[config.mk]
export PLATFORM = sky130hd
export DESIGN_NAME = i2c_addr_recog
export DESIGN_NICKNAME = d
export VERILOG_FILES = /design/src/rtl/i2c_recog_pkg.sv /design/src/rtl/i2c_id_bank.sv /design/src/rtl/i2c_addr_cmp.sv /design/src/rtl/i2c_gc_cmd.sv /design/src/rtl/i2c_addr_recog.sv
export SDC_FILE = /design/constraint.sdc
export NUM_CORES = 1
export LEC_CHECK = 0
export BUFFER_PORTS_ARGS = -buffer_cell sky130_fd_sc_hd__buf_4
export CAP_MARGIN = 20
export CORE_MARGIN = 2
export CORE_UTILIZATION = 60
export CTS_BUF_LIST = sky130_fd_sc_hd__clkbuf_2
export DETAILED_ROUTE_END_ITERATION = 10
export GPL_TIMING_DRIVEN = 1
export PLACE_DENSITY = 0.85
export SYNTH_ARGS = -nofsm -noshare
export SYNTH_HDL_FRONTEND = slang
export SYNTH_SLANG_ARGS = --single-unit
[constraint.sdc]
create_clock -name clk -period 3.08 [get_ports clk]
set_input_delay 0.462 -clock clk [delete_from_list [all_inputs] [get_ports clk]]
set_output_delay 0.462 -clock clk [all_outputs]
set_load 0.05 [all_outputs]
[src/rtl/i2c_recog_pkg.sv]
package i2c_recog_pkg;

    typedef enum logic [1:0] {
        PH_ADDR   = 2'd0,
        PH_GCDATA = 2'd1,
        PH_SLAVE  = 2'd2,
        PH_SKIP   = 2'd3
    } phase_e;

    localparam logic [7:0] GC_ADDR_BYTE = 8'h00;

endpackage

[src/rtl/i2c_id_bank.sv]
module i2c_id_bank #(
    parameter int N_ID  = 4,
    parameter int HW_W  = 3,
    parameter int SEL_W = 3
) (
    input  logic                  clk,
    input  logic                  rst_n,
    input  logic                  wr_en,
    input  logic [SEL_W-1:0]      wr_sel,
    input  logic [7:0]            wr_data,
    input  logic                  load,
    input  logic [HW_W-1:0]       hw_addr,
    output logic [N_ID-1:0][6:0]  fields,
    output logic [7:0]            alt_id
);

    logic [N_ID-1:0][6:0] fld_d, fld_q;
    logic [7:0]           alt_d, alt_q;

    always_comb begin
        fld_d = fld_q;
        alt_d = alt_q;
        if (load) begin
            fld_d[0][HW_W-1:0] = hw_addr;
        end
        for (int k = 0; k < N_ID; k++) begin
            if (wr_en && (wr_sel == SEL_W'(k))) begin
                fld_d[k] = wr_data[7:1];
            end
        end
        if (wr_en && (wr_sel == SEL_W'(N_ID))) begin
            alt_d = wr_data;
        end
    end

    always_ff @(posedge clk) begin
        if (!rst_n) begin
            fld_q <= '0;
            alt_q <= '0;
        end else begin
            fld_q <= fld_d;
            alt_q <= alt_d;
        end
    end

    assign fields = fld_q;
    assign alt_id = alt_q;

    AST_HW_LOAD_LANDS: assert property (@(posedge clk) disable iff (!rst_n)
        (load && !(wr_en && wr_sel == '0)) |=> (fld_q[0][HW_W-1:0] == $past(hw_addr)))
        else $error("hw address bits not loaded");

    AST_FIELDS_HOLD: assert property (@(posedge clk) disable iff (!rst_n)
        (!wr_en && !load) |=> $stable(fld_q) && $stable(alt_q))
        else $error("address storage changed without cause");

endmodule

[src/rtl/i2c_addr_cmp.sv]
module i2c_addr_cmp #(
    parameter int N_ID  = 4,
    parameter int IDX_W = 2
) (
    input  logic [6:0]            addr_f,
    input  logic [N_ID-1:0][6:0]  fields,
    output logic                  hit,
    output logic [IDX_W-1:0]      idx
);

    logic [N_ID-1:0] eq;

    generate
        for (genvar g = 0; g < N_ID; g++) begin : g_cmp
            assign eq[g] = (addr_f == fields[g]) && (addr_f != 7'd0);
        end
    endgenerate

    always_comb begin
        hit = 1'b0;
        idx = '0;
        for (int k = N_ID - 1; k >= 0; k--) begin
            if (eq[k]) begin
                hit = 1'b1;
                idx = IDX_W'(k);
            end
        end
    end

    always_comb begin
        assert (!hit || eq[idx]) else $error("priority pick not a hit");
    end

endmodule

[src/rtl/i2c_gc_cmd.sv]
module i2c_gc_cmd #(
    parameter logic [7:0] RESET_CMD = 8'h06,
    parameter logic [7:0] LOAD_CMD  = 8'h04
) (
    input  logic [7:0] data,
    input  logic [7:0] alt_id,
    input  logic       alt_en,
    output logic       is_alt,
    output logic       do_reset,
    output logic       do_load
);

    always_comb begin
        is_alt   = alt_en && (data == alt_id);
        do_reset = !is_alt && (data == RESET_CMD);
        do_load  = !is_alt && ((data == RESET_CMD) || (data == LOAD_CMD));
    end

    always_comb begin
        assert (!(is_alt && do_load)) else $error("alt match ran a command");
    end

endmodule

[src/rtl/i2c_addr_recog.sv]
module i2c_addr_recog
    import i2c_recog_pkg::*;
#(
    parameter int N_ID  = 4,
    parameter int HW_W  = 3,
    parameter int SEL_W = $clog2(N_ID + 1),
    parameter int IDX_W = (N_ID > 1) ? $clog2(N_ID) : 1
) (
    input  logic             clk,
    input  logic             rst_n,
    input  logic             cfg_slave_en,
    input  logic             cfg_gc_en,
    input  logic             cfg_hwgc_en,
    input  logic             id_wr_en,
    input  logic [SEL_W-1:0] id_wr_sel,
    input  logic [7:0]       id_wr_data,
    input  logic [HW_W-1:0]  hw_addr,
    input  logic             start_det,
    input  logic             stop_det,
    input  logic             byte_vld,
    input  logic [7:0]       rx_byte,
    input  logic             flag_clr,
    output logic             ack_valid,
    output logic             ack,
    output logic             addressed,
    output logic [IDX_W-1:0] match_idx,
    output logic             rw_dir,
    output logic             gc_status,
    output logic             hwgc_flag,
    output logic             irq,
    output logic             soft_rst_req,
    output logic             addr_load
);

    typedef struct packed {
        phase_e           phase;
        logic             ack_vld;
        logic             ack;
        logic [IDX_W-1:0] idx;
        logic             rw;
        logic             gc_st;
        logic             hwgc;
        logic             srst;
        logic             load;
    } st_t;

    st_t r_d, r_q;

    logic [N_ID-1:0][6:0] fields;
    logic [7:0]           alt_id;
    logic                 hit;
    logic [IDX_W-1:0]     hit_idx;
    logic                 is_alt, do_reset, do_load;
    logic                 frame_evt, take_byte, is_gc_addr;

    i2c_id_bank #(.N_ID(N_ID), .HW_W(HW_W), .SEL_W(SEL_W)) u_bank (
        .clk     (clk),
        .rst_n   (rst_n),
        .wr_en   (id_wr_en),
        .wr_sel  (id_wr_sel),
        .wr_data (id_wr_data),
        .load    (r_d.load),
        .hw_addr (hw_addr),
        .fields  (fields),
        .alt_id  (alt_id)
    );

    i2c_addr_cmp #(.N_ID(N_ID), .IDX_W(IDX_W)) u_cmp (
        .addr_f (rx_byte[7:1]),
        .fields (fields),
        .hit    (hit),
        .idx    (hit_idx)
    );

    i2c_gc_cmd u_cmd (
        .data     (rx_byte),
        .alt_id   (alt_id),
        .alt_en   (cfg_hwgc_en && cfg_gc_en),
        .is_alt   (is_alt),
        .do_reset (do_reset),
        .do_load  (do_load)
    );

    assign frame_evt  = start_det || stop_det;
    assign take_byte  = byte_vld && !frame_evt;
    assign is_gc_addr = (rx_byte == GC_ADDR_BYTE);

    always_comb begin
        r_d         = r_q;
        r_d.ack_vld = 1'b0;
        r_d.ack     = 1'b0;
        r_d.srst    = 1'b0;
        r_d.load    = 1'b0;
        if (flag_clr) begin
            r_d.gc_st = 1'b0;
            r_d.hwgc  = 1'b0;
        end
        if (frame_evt) begin
            r_d.phase = PH_ADDR;
        end else if (take_byte) begin
            r_d.ack_vld = 1'b1;
            unique case (r_q.phase)
                PH_ADDR: begin
                    if (!cfg_slave_en) begin
                        r_d.phase = PH_SKIP;
                    end else if (is_gc_addr && cfg_gc_en) begin
                        r_d.ack   = 1'b1;
                        r_d.gc_st = 1'b1;
                        r_d.phase = PH_GCDATA;
                    end else if (hit) begin
                        r_d.ack   = 1'b1;
                        r_d.idx   = hit_idx;
                        r_d.rw    = rx_byte[0];
                        r_d.phase = PH_SLAVE;
                    end else begin
                        r_d.phase = PH_SKIP;
                    end
                end
                PH_GCDATA: begin
                    r_d.ack   = 1'b1;
                    r_d.phase = PH_SKIP;
                    if (is_alt) begin
                        r_d.hwgc = 1'b1;
                    end
                    r_d.srst = do_reset;
                    r_d.load = do_load;
                end
                PH_SLAVE: begin
                    r_d.ack = cfg_slave_en;
                end
                default: begin
                    r_d.ack = 1'b0;
                end
            endcase
        end
    end

    always_ff @(posedge clk) begin
        if (!rst_n) begin
            r_q       <= '0;
            r_q.phase <= PH_ADDR;
        end else begin
            r_q <= r_d;
        end
    end

    assign ack_valid    = r_q.ack_vld;
    assign ack          = r_q.ack;
    assign addressed    = (r_q.phase == PH_SLAVE);
    assign match_idx    = r_q.idx;
    assign rw_dir       = r_q.rw;
    assign gc_status    = r_q.gc_st;
    assign hwgc_flag    = r_q.hwgc;
    assign irq          = r_q.gc_st || r_q.hwgc;
    assign soft_rst_req = r_q.srst;
    assign addr_load    = r_q.load;

    AST_DISABLED_NO_ACK: assert property (@(posedge clk) disable iff (!rst_n)
        (take_byte && r_q.phase == PH_ADDR && !cfg_slave_en) |=> (ack_valid && !ack))
        else $error("acknowledged while slave disabled");

    AST_GC_SETS_STATUS: assert property (@(posedge clk) disable iff (!rst_n)
        (take_byte && r_q.phase == PH_ADDR && cfg_slave_en && cfg_gc_en && is_gc_addr)
        |=> (gc_status && ack))
        else $error("general call not flagged");

    AST_RESET_WITH_LOAD: assert property (@(posedge clk) disable iff (!rst_n)
        soft_rst_req |-> addr_load)
        else $error("reset request without address load");

    AST_ACK_NEEDS_VALID: assert property (@(posedge clk) disable iff (!rst_n)
        ack |-> ack_valid)
        else $error("ack without valid");

    AST_FRAME_TO_ADDR: assert property (@(posedge clk) disable iff (!rst_n)
        frame_evt |=> (!ack_valid && r_q.phase == PH_ADDR))
        else $error("frame strobe did not restart address phase");

    AST_HWGC_NO_CMD: assert property (@(posedge clk) disable iff (!rst_n)
        $rose(hwgc_flag) |-> !addr_load)
        else $error("alternate match also ran a command");

    AST_IRQ_TRACKS: assert property (@(posedge clk) disable iff (!rst_n)
        irq == (gc_status || hwgc_flag))
        else $error("irq mismatch");

endmodule

Yosys cells after proc, flatten, opt, wreduce, memory -nomap -nowiden. Cells that the tools add are included.

Register bits after elaboration: 47. Output and inout bits: 11.

Equal/unequal tests: 13. Multiplexer cells: 26. Bitwise gates (word level): 5. Reductions and logical operators: 31.

Operator list (number): $eq A7 B7 Y1 (4); $eq A8 B3 Y1 const B (2); $logic_and A1 B1 Y1 (15); $mux W2 (7); $mux W3 (4); $mux W4 (3); $mux W9 (1); $eq A8 B8 Y1 (1); $logic_not A8 Y1 (1); $mux W1 (8); $reduce_bool A7 Y1 (1); $eq A3 B2 Y1 const B (2); $reduce_and A6 Y1 (1); $mux W5 (1); $not A1 Y1 (5); $pmux W2 S2 (1); $reduce_bool A2 Y1 (2); $reduce_or A4 Y1 (1); $eq A3 B1 Y1 const B (1); $eq A3 B3 Y1 const B (1); $logic_not A3 Y1 (1); $logic_or A1 B1 Y1 (3); $pmux W1 S3 (1); $reduce_or A3 Y1 (1); other kinds (6) (7).

Logic depth before layout (Yosys ltp). Gate-level depths: netlist of run 1.

Depth in word-level cells: 14. Gate-level depth with buffers: 7. Depth with buffers taken out: 6.

By module. Synthesis of run 1 repeated with hierarchy kept, for this count alone.

Cell total of the unflattened synthesis: 258. Area total of the unflattened synthesis: 2431.1 um^2.

By module, submodules not included: i2c_id_bank (times used 1, cells an instance 133, area an instance 1358.8 um^2); i2c_addr_recog (times used 1, cells an instance 51, area an instance 503.0 um^2); i2c_addr_cmp (times used 1, cells an instance 55, area an instance 425.4 um^2); i2c_gc_cmd (times used 1, cells an instance 19, area an instance 143.9 um^2).

Least setup slack after synthesis of run 1. Ideal clock, no wire load.

Path kind: in2reg. From: in rx_byte[4]. To: reg r_q (netlist bit ack). Arrival: 2.026 ns. Data required time: 2.955 ns. Path slack: 0.929 ns. Cell stages on the path: 7. Buffers on the path: 1. Cells stage by stage: buf_4 > or4_4 > nor4_4 > nor3_1 > nor2_2 > nand2_1 > o41a_1.

Word-level cells in the longest chain between the ends: 10. Elaborated cells on any way between the ends: 19. Those cells by class: eq/ne (4); mux (8); reduce/logical (7).

RTL lines: start, declared (line i2c_addr_recog.sv:21) `input logic [7:0] rx_byte,`; $eq A7 B7 Y1 or $reduce_bool A7 Y1 (tied branches) (line i2c_addr_cmp.sv:15) `assign eq[g] = (addr_f == fields[g]) && (addr_f != 7'd0);`; $logic_and A1 B1 Y1 (line i2c_addr_cmp.sv:15); $mux W1 (4 in a row) (line i2c_addr_cmp.sv:23) `if (eq[k]) begin`; $mux W4 (line i2c_addr_recog.sv:110) `end else if (hit) begin`; $mux W1 * (line i2c_addr_recog.sv:106) `end else if (is_gc_addr && cfg_gc_en) begin`; $mux W5 * (line i2c_addr_recog.sv:104) `if (!cfg_slave_en) begin`; $pmux W1 S3 * (line i2c_addr_recog.sv:102) `unique case (r_q.phase)`; end signal, assigned (line i2c_addr_recog.sv:143) `r_q <= r_d;`; end, declared (line i2c_addr_recog.sv:47) `st_t r_d, r_q;`.

Every way passes the cells marked *; elsewhere a longest branch is shown, timed or not. A chain may end at the register's enable or synchronous reset.

Worst setup path in the final report of run 1.
From: in rx_byte[3]. To: reg u_bank.fld_q (netlist bit u_bank.fields[1]).

Word-level cells in the longest chain between the ends: 8. Elaborated cells on any way between the ends: 11. Those cells by class: eq/ne (3); mux (3); reduce/logical (5).

RTL lines: $eq A8 B8 Y1 (line i2c_gc_cmd.sv:14) `is_alt = alt_en && (data == alt_id);`; $logic_and A1 B1 Y1 (line i2c_gc_cmd.sv:14); $logic_not A1 Y1 (line i2c_gc_cmd.sv:16) `do_load = !is_alt && ((data == RESET_CMD) || (data == LOAD_CMD));`; $logic_and A1 B1 Y1 * (line i2c_gc_cmd.sv:16); $mux W3 * (line i2c_addr_recog.sv:102); $mux W9 * (line i2c_addr_recog.sv:100) `end else if (take_byte) begin`; $mux W4 * (line i2c_addr_recog.sv:98) `if (frame_evt) begin`; $reduce_bool A2 Y1 (no source line) *; end signal, assigned (line i2c_id_bank.sv:41) `fld_q <= fld_d;`; end, declared (line i2c_id_bank.sv:17) `logic [N_ID-1:0][6:0] fld_d, fld_q;`.

Marks and branches as above.

==> summary.md, run 1 <==
| Metric | Value |
|---|---|
| Status | `completed` |
| Final Setup Violations | `0` |
| Design area | `2698 um2` |
| Clock buffer depth | `2` |
| Post-route ant nets | `0` |
| H-Tree Depth | `2` |
| R2R Path Start | `r_q[10]$_SDFFE_PP0P_` |
| Reg2Reg Setup Slack | `1.33 ns` |
| Final Hold Fails | `0` |
| Hpwl dp | `3.990 mm` |
| Grt ovf | `0` |
| Post-Syn Instances | `~250` |
| Yosys reg bits | `47` |
| Crit Path Category | `in2reg` |
| Logic gate share of total power | `about 14%` |
| # Max-Cap Violations | `0` |
| Setup WS pre-CTS | `0.7823 ns` |
| DRT Pass-1 Iters | `4` |
| Post-synth top area cell | `dfxtp_1` |
| CTS Hold Bufs | `0` |
| Hold depth | `2` |
| Number of buffers created by CTS | `5` |
| CP arrival | `around 2.2 ns` |
| Leakage | `around 0.0010 uW` |
| Minimum clock period | `about 1.9 ns` |
| Routability cong. | `~0.88` |
| Syn Nets | `roughly 280` |
| Final Max Slew Viols | `0` |
| Crit path max fanout | `6` |
| Flop pwr share | `around three fifths` |
| IO Pins | `43` |
| CTS sink cnt | `47` |
| Worst Setup Start Kind | `input port` |
| Hold Path Class | `in2reg` |
| Synth top area cells | `dfxtp_1, mux2i_1, xnor2_1, nor2b_1, nand2_1` |
| Commonest cells in the synthesized netlist | `dfxtp_1, mux2i_1, nor2b_1, xnor2_1, nand2_1` |
| Dominant cell by count in the synthesized netlist | `dfxtp_1` |
| Hold path start | `flag_clr` |
| R2R depth | `6` |
| Area Growth Syn to Fin | `14.74%` |
| Power Dens Cells | `~380 nW/um2` |
| Final worst slack | `between 1 and 1.5 ns` |
| CTS tree | `built` |
| Post-synthesis sequential area ratio | `about two fifths` |
| Final wirelength | `about 5.3 mm` |
| Sw frac | `27.13%` |
| Fmax achieved | `about 0.53 GHz` |
| Worst r2r dst | `u_bank.fields[1]$_SDFFE_PN0P_` |
| Synth Cell Area | `2351 um2` |
| IO Port Bufs | `42` |
| Height of the die | `around 67 um` |
| Pint | `roughly 750 uW` |
| Slew @ Worst Pin | `~0.89 ns` |
| CORE AREA | `3716 um2` |
| Final Skew | `between 0.015 and 0.02 ns` |
| YS warnings | `0` |
| Die width | `66.60 um` |
| Ys async rst share | `0%` |
| Post-CTS Resized | `0` |
| Crit. End Element | `register` |
| Initial Utilization | `63.27%` |
| RSZ-0062 raised after global routing | `no` |
| Hold path endpoint | `gc_status$_SDFF_PN0_` |
| Tcrit/Tclk final | `60.97%` |
| WP data required | `between 3 and 4 ns` |
| Post-route setup TNS | `0 ns` |
| Slew margin rel. | `40.48%` |
| Post-CTS setup buffer count | `0` |
| Syn_area_per_cell | `9.329 um2` |
| Via-to-Cell Ratio | `~5.5` |
| Vias post-DR | `1834` |
| Largest net degree at the start of global routing | `45` |
| Reg clk slew, reported paths | `roughly 0.22 ns` |
| Synth Flop Type | `dfxtp_1` |
| Post-DR wirelength/cell | `15.79 um` |
| Clk Latency, worst-skew pair | `0.42 ns` |
| Global-route wire length before repair | `just under 9 mm` |
| Share of the synthesized area in the top cell type | `40.02%` |
| Die ar. | `4435 um2` |
| Vias in the first global route | `around 1800` |
| Drc violations | `0` |
| FILL cells | `314` |
| Share of total power in the clock network | `about 25%` |
| Initial antenna violation count | `0` |
| Hold slack | `0.2335 ns` |
| Number of synthesized flops with an enable pin | `0` |
| Layout cells sized above 1 | `20.49%` |
| Sw Pwr | `279.6 uW` |
| Nets | `319` |
| Clk root buf | `clkbuf_2` |
| Final antenna diode count | `0` |
| Dpl cell area | `between 2000 and 3000 um2` |
| Number of cell rows | `22` |
| Worst VDD drop | `between 0.3 and 0.4 mV` |
| Iter 0 DRT Violations | `about 160` |
| Synth cell types | `35` |
| Total global-route track usage | `around a quarter` |
| Final core occ | `just over 70%` |
-- per-stage QoR --
stage               instances  power [uW]
floorplan                 252       729.3
finish                    336        1031
detailed placement        328       787.2
global placement          328       784.9
global route              336        1065
CTS                       336        1033
-- power groups by stage --
stage               Combinational (uW)  Clock [uW]  Sequential, uW
CTS                                147         256             630
finish                             148         253             630
floorplan                         88.5           0             641
global route                       160         274             632
detailed placement                 145           0             642
global placement                   143           0             641
-- worst max-delay path: stages --
cell     delay, ns
buf_4         0.15
or4_4         0.56
nor3_1        0.22
nand4_1       0.16
a31oi_2       0.32
mux2i_1       0.23
a21oi_1       0.08
-- logic make-up after synthesis --
| logic type | synth area share, % |
|---|---|
| AO/OA/AOI/OAI | 7.664 |
| buffers and inverters | 3.672 |
| XOR/XNOR | 13.41 |
| multiplexers | 12.35 |
| flip-flops | 40.02 |
| AND/OR/NAND/NOR | 22.89 |
-- routing by layer --
metal | vias to the layer above | routed length, um | track usage (%)
li1 | 917 | - | -
met1 | 862 | 2509 | 34.18
met2 | 49 | 2515 | 43.38
met3 | 6 | 225 | 5.743
met4 | 0 | 57 | 5.612
met5 | - | 0 | 0
-- flip-flops by register name (all words and copies together) (netlist names) --
name / cells
soft_rst_req: 1
hwgc_flag: 1
match_idx: 2
rw_dir: 1
ack_valid: 1
r_q: 2
addr_load: 1
ack: 1
gc_status: 1
u_bank.fields: 28
u_bank.alt_id: 8
-- layout by cell type, fill, tap and decap left out, types with 6 or more instances in the layout --
cell type,netlist,layout
nor2b_1,29,29
a21boi_0,8,8
o21ai_0,6,6
xor2_1,7,7
nor3_1,6,6
dfxtp_1,47,47
nor2_1,8,8
buf_4,3,43
clkbuf_2,0,6
nand2_1,25,25
mux2i_1,29,29
a21oi_1,6,6
nand3_1,8,8
xnor2_1,29,29
-- worst max path at each step --
stage,from,end,slack [ns],depth (start not counted)
floorplan,rx_byte[4],ack$_SDFF_PP0_,0.93,7
CTS,rx_byte[3],u_bank.fields[1]$_SDFFE_PN0P_,1.23,7
detailed placement,rx_byte[3],u_bank.fields[1]$_SDFFE_PN0P_,0.78,7
global route,rx_byte[3],u_bank.fields[1]$_SDFFE_PN0P_,1.08,7
global placement,rx_byte[3],ack$_SDFF_PP0_,0.84,7
finish,rx_byte[3],u_bank.fields[1]$_SDFFE_PN0P_,1.20,7
-- final cells by class --
cell class	count	area (um2)	share of cell area (%)
tap	48	60.06	2.226
multi-input combinational	188	1324	49.07
timing repair buffer	43	322.8	11.97
clock buffer	6	30.03	1.113
inverter	2	7.507	0.2783
sequential	47	940.9	34.88
clock inverter	2	12.51	0.4638
(Power assumes the default switching activity.)
==> inputs of run 2 (changes only) <==
Settings changed: ABC_AREA set to 1, CORE_UTILIZATION 60 to 58, PLACE_DENSITY 0.85 to 0.82.
Clock period 3.08 ns to 1.9 ns, I/O delays scaled along.
==> run 2 against run 1 <==
Critical path depth fell by 4. Largest power group unchanged. Via count grew 26%. Die area up 8.4%. First-iteration DRC count shrank 28%. Wire length grew 5.1%. Critical endpoint is now addressed. Non-clock buffer count grew 1.
==> summary.md, run 2 <==
| Metric | Value |
|---|---|
| Status | `completed (unchanged)` |
| Clk root buf | `clkbuf_2 (unchanged)` |
| Die width | `69.34 um (was 66.60 um)` |
| Synth Cell Area | `2476 um2 (was 2351 um2)` |
| Grt ovf | `0 (unchanged)` |
| # Max-Cap Violations | `0 (unchanged)` |
| Final core occ | `68.76% (was 72.59%)` |
| CORE AREA | `4058 um2 (was 3716 um2)` |
| Sequence of cells on the critical path | `inv_1 -> nor2_1 -> buf_4 (was buf_4 -> or4_4 -> nor3_1 -> nand4_1 -> a31oi_2 -> mux2i_1 -> a21oi_1)` |
| Final Setup Violations | `0 (unchanged)` |
| Leakage | `0.001249 uW (was 0.001049 uW)` |
| Dominant cell by count in the synthesized netlist | `nand2_1 (was dfxtp_1)` |
| RSZ-0062 raised after global routing | `no (unchanged)` |
| Final Hold Fails | `0 (unchanged)` |
| Fmax achieved | `between 0.6 and 0.7 GHz` |
| Post-route setup TNS | `0 ns (unchanged)` |
| CTS sink cnt | `47 (unchanged)` |
| Largest family of logic cells by synthesized area | `simple AND/OR/NAND/NOR gates (unchanged)` |
| Post-Syn Instances | `368 (was 252)` |
| Iter 0 DRT Violations | `113 (was 156)` |
| Vias post-DR | `2313 (was 1834)` |
| Clk Latency, worst-skew pair | `0.42 ns (about the same)` |
| Final antenna diode count | `0 (unchanged)` |
| Ys async rst share | `0% (unchanged)` |
| Number of cell rows | `23 (was 22)` |
| Most frequent cells in the layout | `nand2_1, nor2_1, inv_1, dfxtp_1, buf_4 (was dfxtp_1, buf_4, nor2b_1, mux2i_1, xnor2_1)` |
| Initial Utilization | `61.02% (was 63.27%)` |
| Syn Nets | `400 (was 284)` |
| Routability cong. | `0.8561 (was 0.8836)` |
| CTS Hold Bufs | `0 (unchanged)` |
| Hold Path Class | `in2reg (unchanged)` |
| Syn_area_per_cell | `6.729 um2 (was 9.329 um2)` |
| Area Growth Syn to Fin | `12.68% (was 14.74%)` |
| Complex-gate fraction of the synthesized area | `16.07% (was 7.664%)` |
| Die ar. | `4808 um2 (was 4435 um2)` |
| Xor/xnor share of the synthesized area | `4.952% (was 13.41%)` |
| Total global-route track usage | `23.96% (was 25.93%)` |
| Number of synthesized flops with an enable pin | `0 (unchanged)` |
| Layout cells sized above 1 | `16.79% (was 20.49%)` |
| Drc violations | `0 (unchanged)` |
| Dpl cell area | `2756 um2 (was 2655 um2)` |
| Crit path max fanout | `4 (was 6)` |
| Pint | `1208 uW (was 751.1 uW)` |
| Post-CTS setup buffer count | `0 (unchanged)` |
| Share of total power in the clock network | `22.7% (was 24.5%)` |
| Final Max Slew Viols | `0 (unchanged)` |
| Reg2Reg Setup Slack | `0.50 ns (was 1.33 ns)` |
| CTS tree | `built (unchanged)` |
| Mux share of post-synthesis cell area | `0% (was 12.35%)` |
| Synth Flop Type | `dfxtp_1 (unchanged)` |
| Largest net degree at the start of global routing | `37 (was 45)` |
| CP arrival | `1.20 ns (was 2.18 ns)` |
| IO Port Bufs | `42 (unchanged)` |
| Max reg flops | `28 (unchanged)` |
| DRT Pass-1 Iters | `4 (unchanged)` |
| Synth Area in Simple Gates | `27.89% (was 22.88%)` |
| Slew @ Worst Pin | `0.5175 ns (was 0.8895 ns)` |
| Sw frac | `28.50% (was 27.13%)` |
| Via-to-Cell Ratio | `5.084 (was 5.458)` |
| Synth Area in Adders | `0% (unchanged)` |
| Final wirelength | `5.577 mm (was 5.307 mm)` |
| Post-CTS Resized | `0 (unchanged)` |
| Slew margin rel. | `65.40% (was 40.48%)` |
| Sw Pwr | `481.5 uW (was 279.6 uW)` |
| Slowest stage delay, CP | `0.42 ns (was 0.56 ns)` |
| Tcrit/Tclk final | `between 70% and 80%` |
| WP data required | `1.62 ns (was 3.38 ns)` |
| Worst r2r dst | `rw_dir$_SDFFE_PN0P_ (was u_bank.fields[1]$_SDFFE_PN0P_)` |
| Placed insts | `448 (was 328)` |
| Reg clk slew, reported paths | `0.23 ns (was 0.22 ns)` |
| Post-route ant nets | `0 (unchanged)` |
| Commonest cells in the synthesized netlist | `nand2_1, nor2_1, inv_1, dfxtp_1, o21ai_0 (was dfxtp_1, mux2i_1, nor2b_1, xnor2_1, nand2_1)` |
| Global-route wire length before repair | `9.287 mm (was 8.714 mm)` |
| YS warnings | `0 (unchanged)` |
| R2R depth | `12 (was 6)` |
| Flop pwr share | `61.1% (was 61.2%)` |
| Clock buffer depth | `2 (unchanged)` |
| Hold path start | `byte_vld (was flag_clr)` |
| Yosys reg bits | `47 (unchanged)` |
| Post-synth top area cell | `dfxtp_1 (unchanged)` |
| Post-route total power | `1689 uW (was 1031 uW)` |
| Post-synthesis sequential area ratio | `38.00% (was 40.02%)` |
| Hpwl dp | `4.325 mm (was 3.990 mm)` |
| Hold path endpoint | `r_q[10]$_SDFFE_PP0P_ (was gc_status$_SDFF_PN0_)` |
| Commonest non-fill, non-tap cell in the layout | `nand2_1 (was dfxtp_1)` |
| Initial antenna violation count | `0 (unchanged)` |
| Final Skew | `0.01654 ns (was 0.01898 ns)` |
| R2R Path Start | `u_bank.fields[1]$_SDFFE_PN0P_ (was r_q[10]$_SDFFE_PP0P_)` |
| Number of buffers created by CTS | `5 (unchanged)` |
| Crit Path Category | `reg2out (was in2reg)` |
| Nets | `437 (was 319)` |
| Hold depth | `3 (was 2)` |
| IO Pins | `43 (unchanged)` |
| Synth cell types | `27 (was 35)` |
| Non-Filler Instances | `455 (was 336)` |
| CP max stage cell | `dfxtp_1 (was or4_4)` |
| Design area | `2790 um2 (was 2698 um2)` |
| Synth top area cells | `dfxtp_1, nand2_1, nor2_1, o21ai_0, inv_1 (was dfxtp_1, mux2i_1, xnor2_1, nor2b_1, nand2_1)` |
| Crit. End Element | `output port (was register)` |
| H-Tree Depth | `2 (unchanged)` |
| Post-DR wirelength/cell | `12.26 um (was 15.79 um)` |
| Worst Setup Start Kind | `register (was input port)` |
| Vias in the first global route | `2049 (was 1843)` |
| Logic gate share of total power | `16.1% (was 14.3%)` |
| Power Dens Cells | `605.4 nW/um2 (was 382.1 nW/um2)` |
| FILL cells | `387 (was 314)` |
| Minimum clock period | `between 1 and 1.5 ns` |
| Share of the synthesized area in the top cell type | `38.00% (was 40.02%)` |
| Worst VDD drop | `0.3425 mV (was 0.3039 mV)` |
| Height of the die | `69.34 um (was 66.60 um)` |
==> run 2: cell count changes in the layout (fill, tap and decap cells not counted), moves of 9 or more <==
cell | before | now
o21ai_0 | 6 | 39
mux2i_1 | 29 | 0
nor2_1 | 8 | 55
a21oi_1 | 6 | 31
nand3_1 | 8 | 17
nand2_1 | 25 | 73
xnor2_1 | 29 | 14
inv_1 | 2 | 51
nor2b_1 | 29 | 0
==> run 2: power groups by stage <==
stage | logic, uW | clock network (uW) | registers [uW]
2_1_floorplan | 179 | 0 | 1050
3_3_place_gp | 266 | 0 | 1050
3_5_place_dp | 272 | 0 | 1050
4_1_cts | 272 | 389 | 1030
5_1_grt | 307 | 437 | 1040
6_report | 273 | 384 | 1030
==> run 2: metal layers <==
metal  vias to the layer above  part of all wire [%]  track usage [%]
li1                       1221                     -                -
met1                      1011                    44            30.59
met2                        72                    48            40.81
met3                         9                   6.0            3.634
met4                         0                   2.3            8.932
met5                         -                     0                0
==> run 2: worst max-delay path by stage <==
stage / slack [ns] / to / from / cells after the start
finish: 0.41 / addressed / r_q[10]$_SDFFE_PP0P_ / 3
CTS: 0.41 / addressed / r_q[10]$_SDFFE_PP0P_ / 3
floorplan: 0.53 / match_idx[0]$_SDFFE_PN0P_ / rx_byte[1] / 11
detailed placement: 0.28 / rw_dir$_SDFFE_PN0P_ / rx_byte[7] / 13
global route: 0.32 / addressed / r_q[10]$_SDFFE_PP0P_ / 3
global placement: 0.34 / match_idx[1]$_SDFFE_PN0P_ / rx_byte[7] / 13
==> run 2: cell families (layout without fill, tap and decap cells) <==
family / after synthesis / count (layout)
simple gates: 160 / 160
compound gates: 77 / 77
buf+inv: 70 / 107
flops: 47 / 47
xor+xnor: 14 / 14
==> run 2: worst max-delay path: cells and delay by family, from the launching register on <==
family	cells	cell delay, ns
AND/OR/NAND/NOR	1	0.09
flip-flops	1	0.42
buffers and inverters	2	0.27
==> run 2: per-stage QoR <==
stage                     hold WS [ns]  worst slack (ns)
after floorplan                 0.4183            0.5292
after global placement          0.4436            0.3414
after detailed placement        0.4553            0.2850
after CTS                      0.06406            0.4061
after global routing           0.04020            0.3159
final                          0.06813            0.4141
==> run 2: area by class of cell <==
| class | count | area (um2) | area share [%] |
|---|---|---|---|
| well taps | 50 | 62.56 | 2.242 |
| inverters | 56 | 211.5 | 7.578 |
| clock buffers | 5 | 25.02 | 0.8969 |
| clock inverters | 2 | 8.758 | 0.3139 |
| flip-flops and latches | 47 | 940.9 | 33.72 |
| repair buffers | 44 | 330.3 | 11.84 |
| multi-input cells | 251 | 1211 | 43.41 |
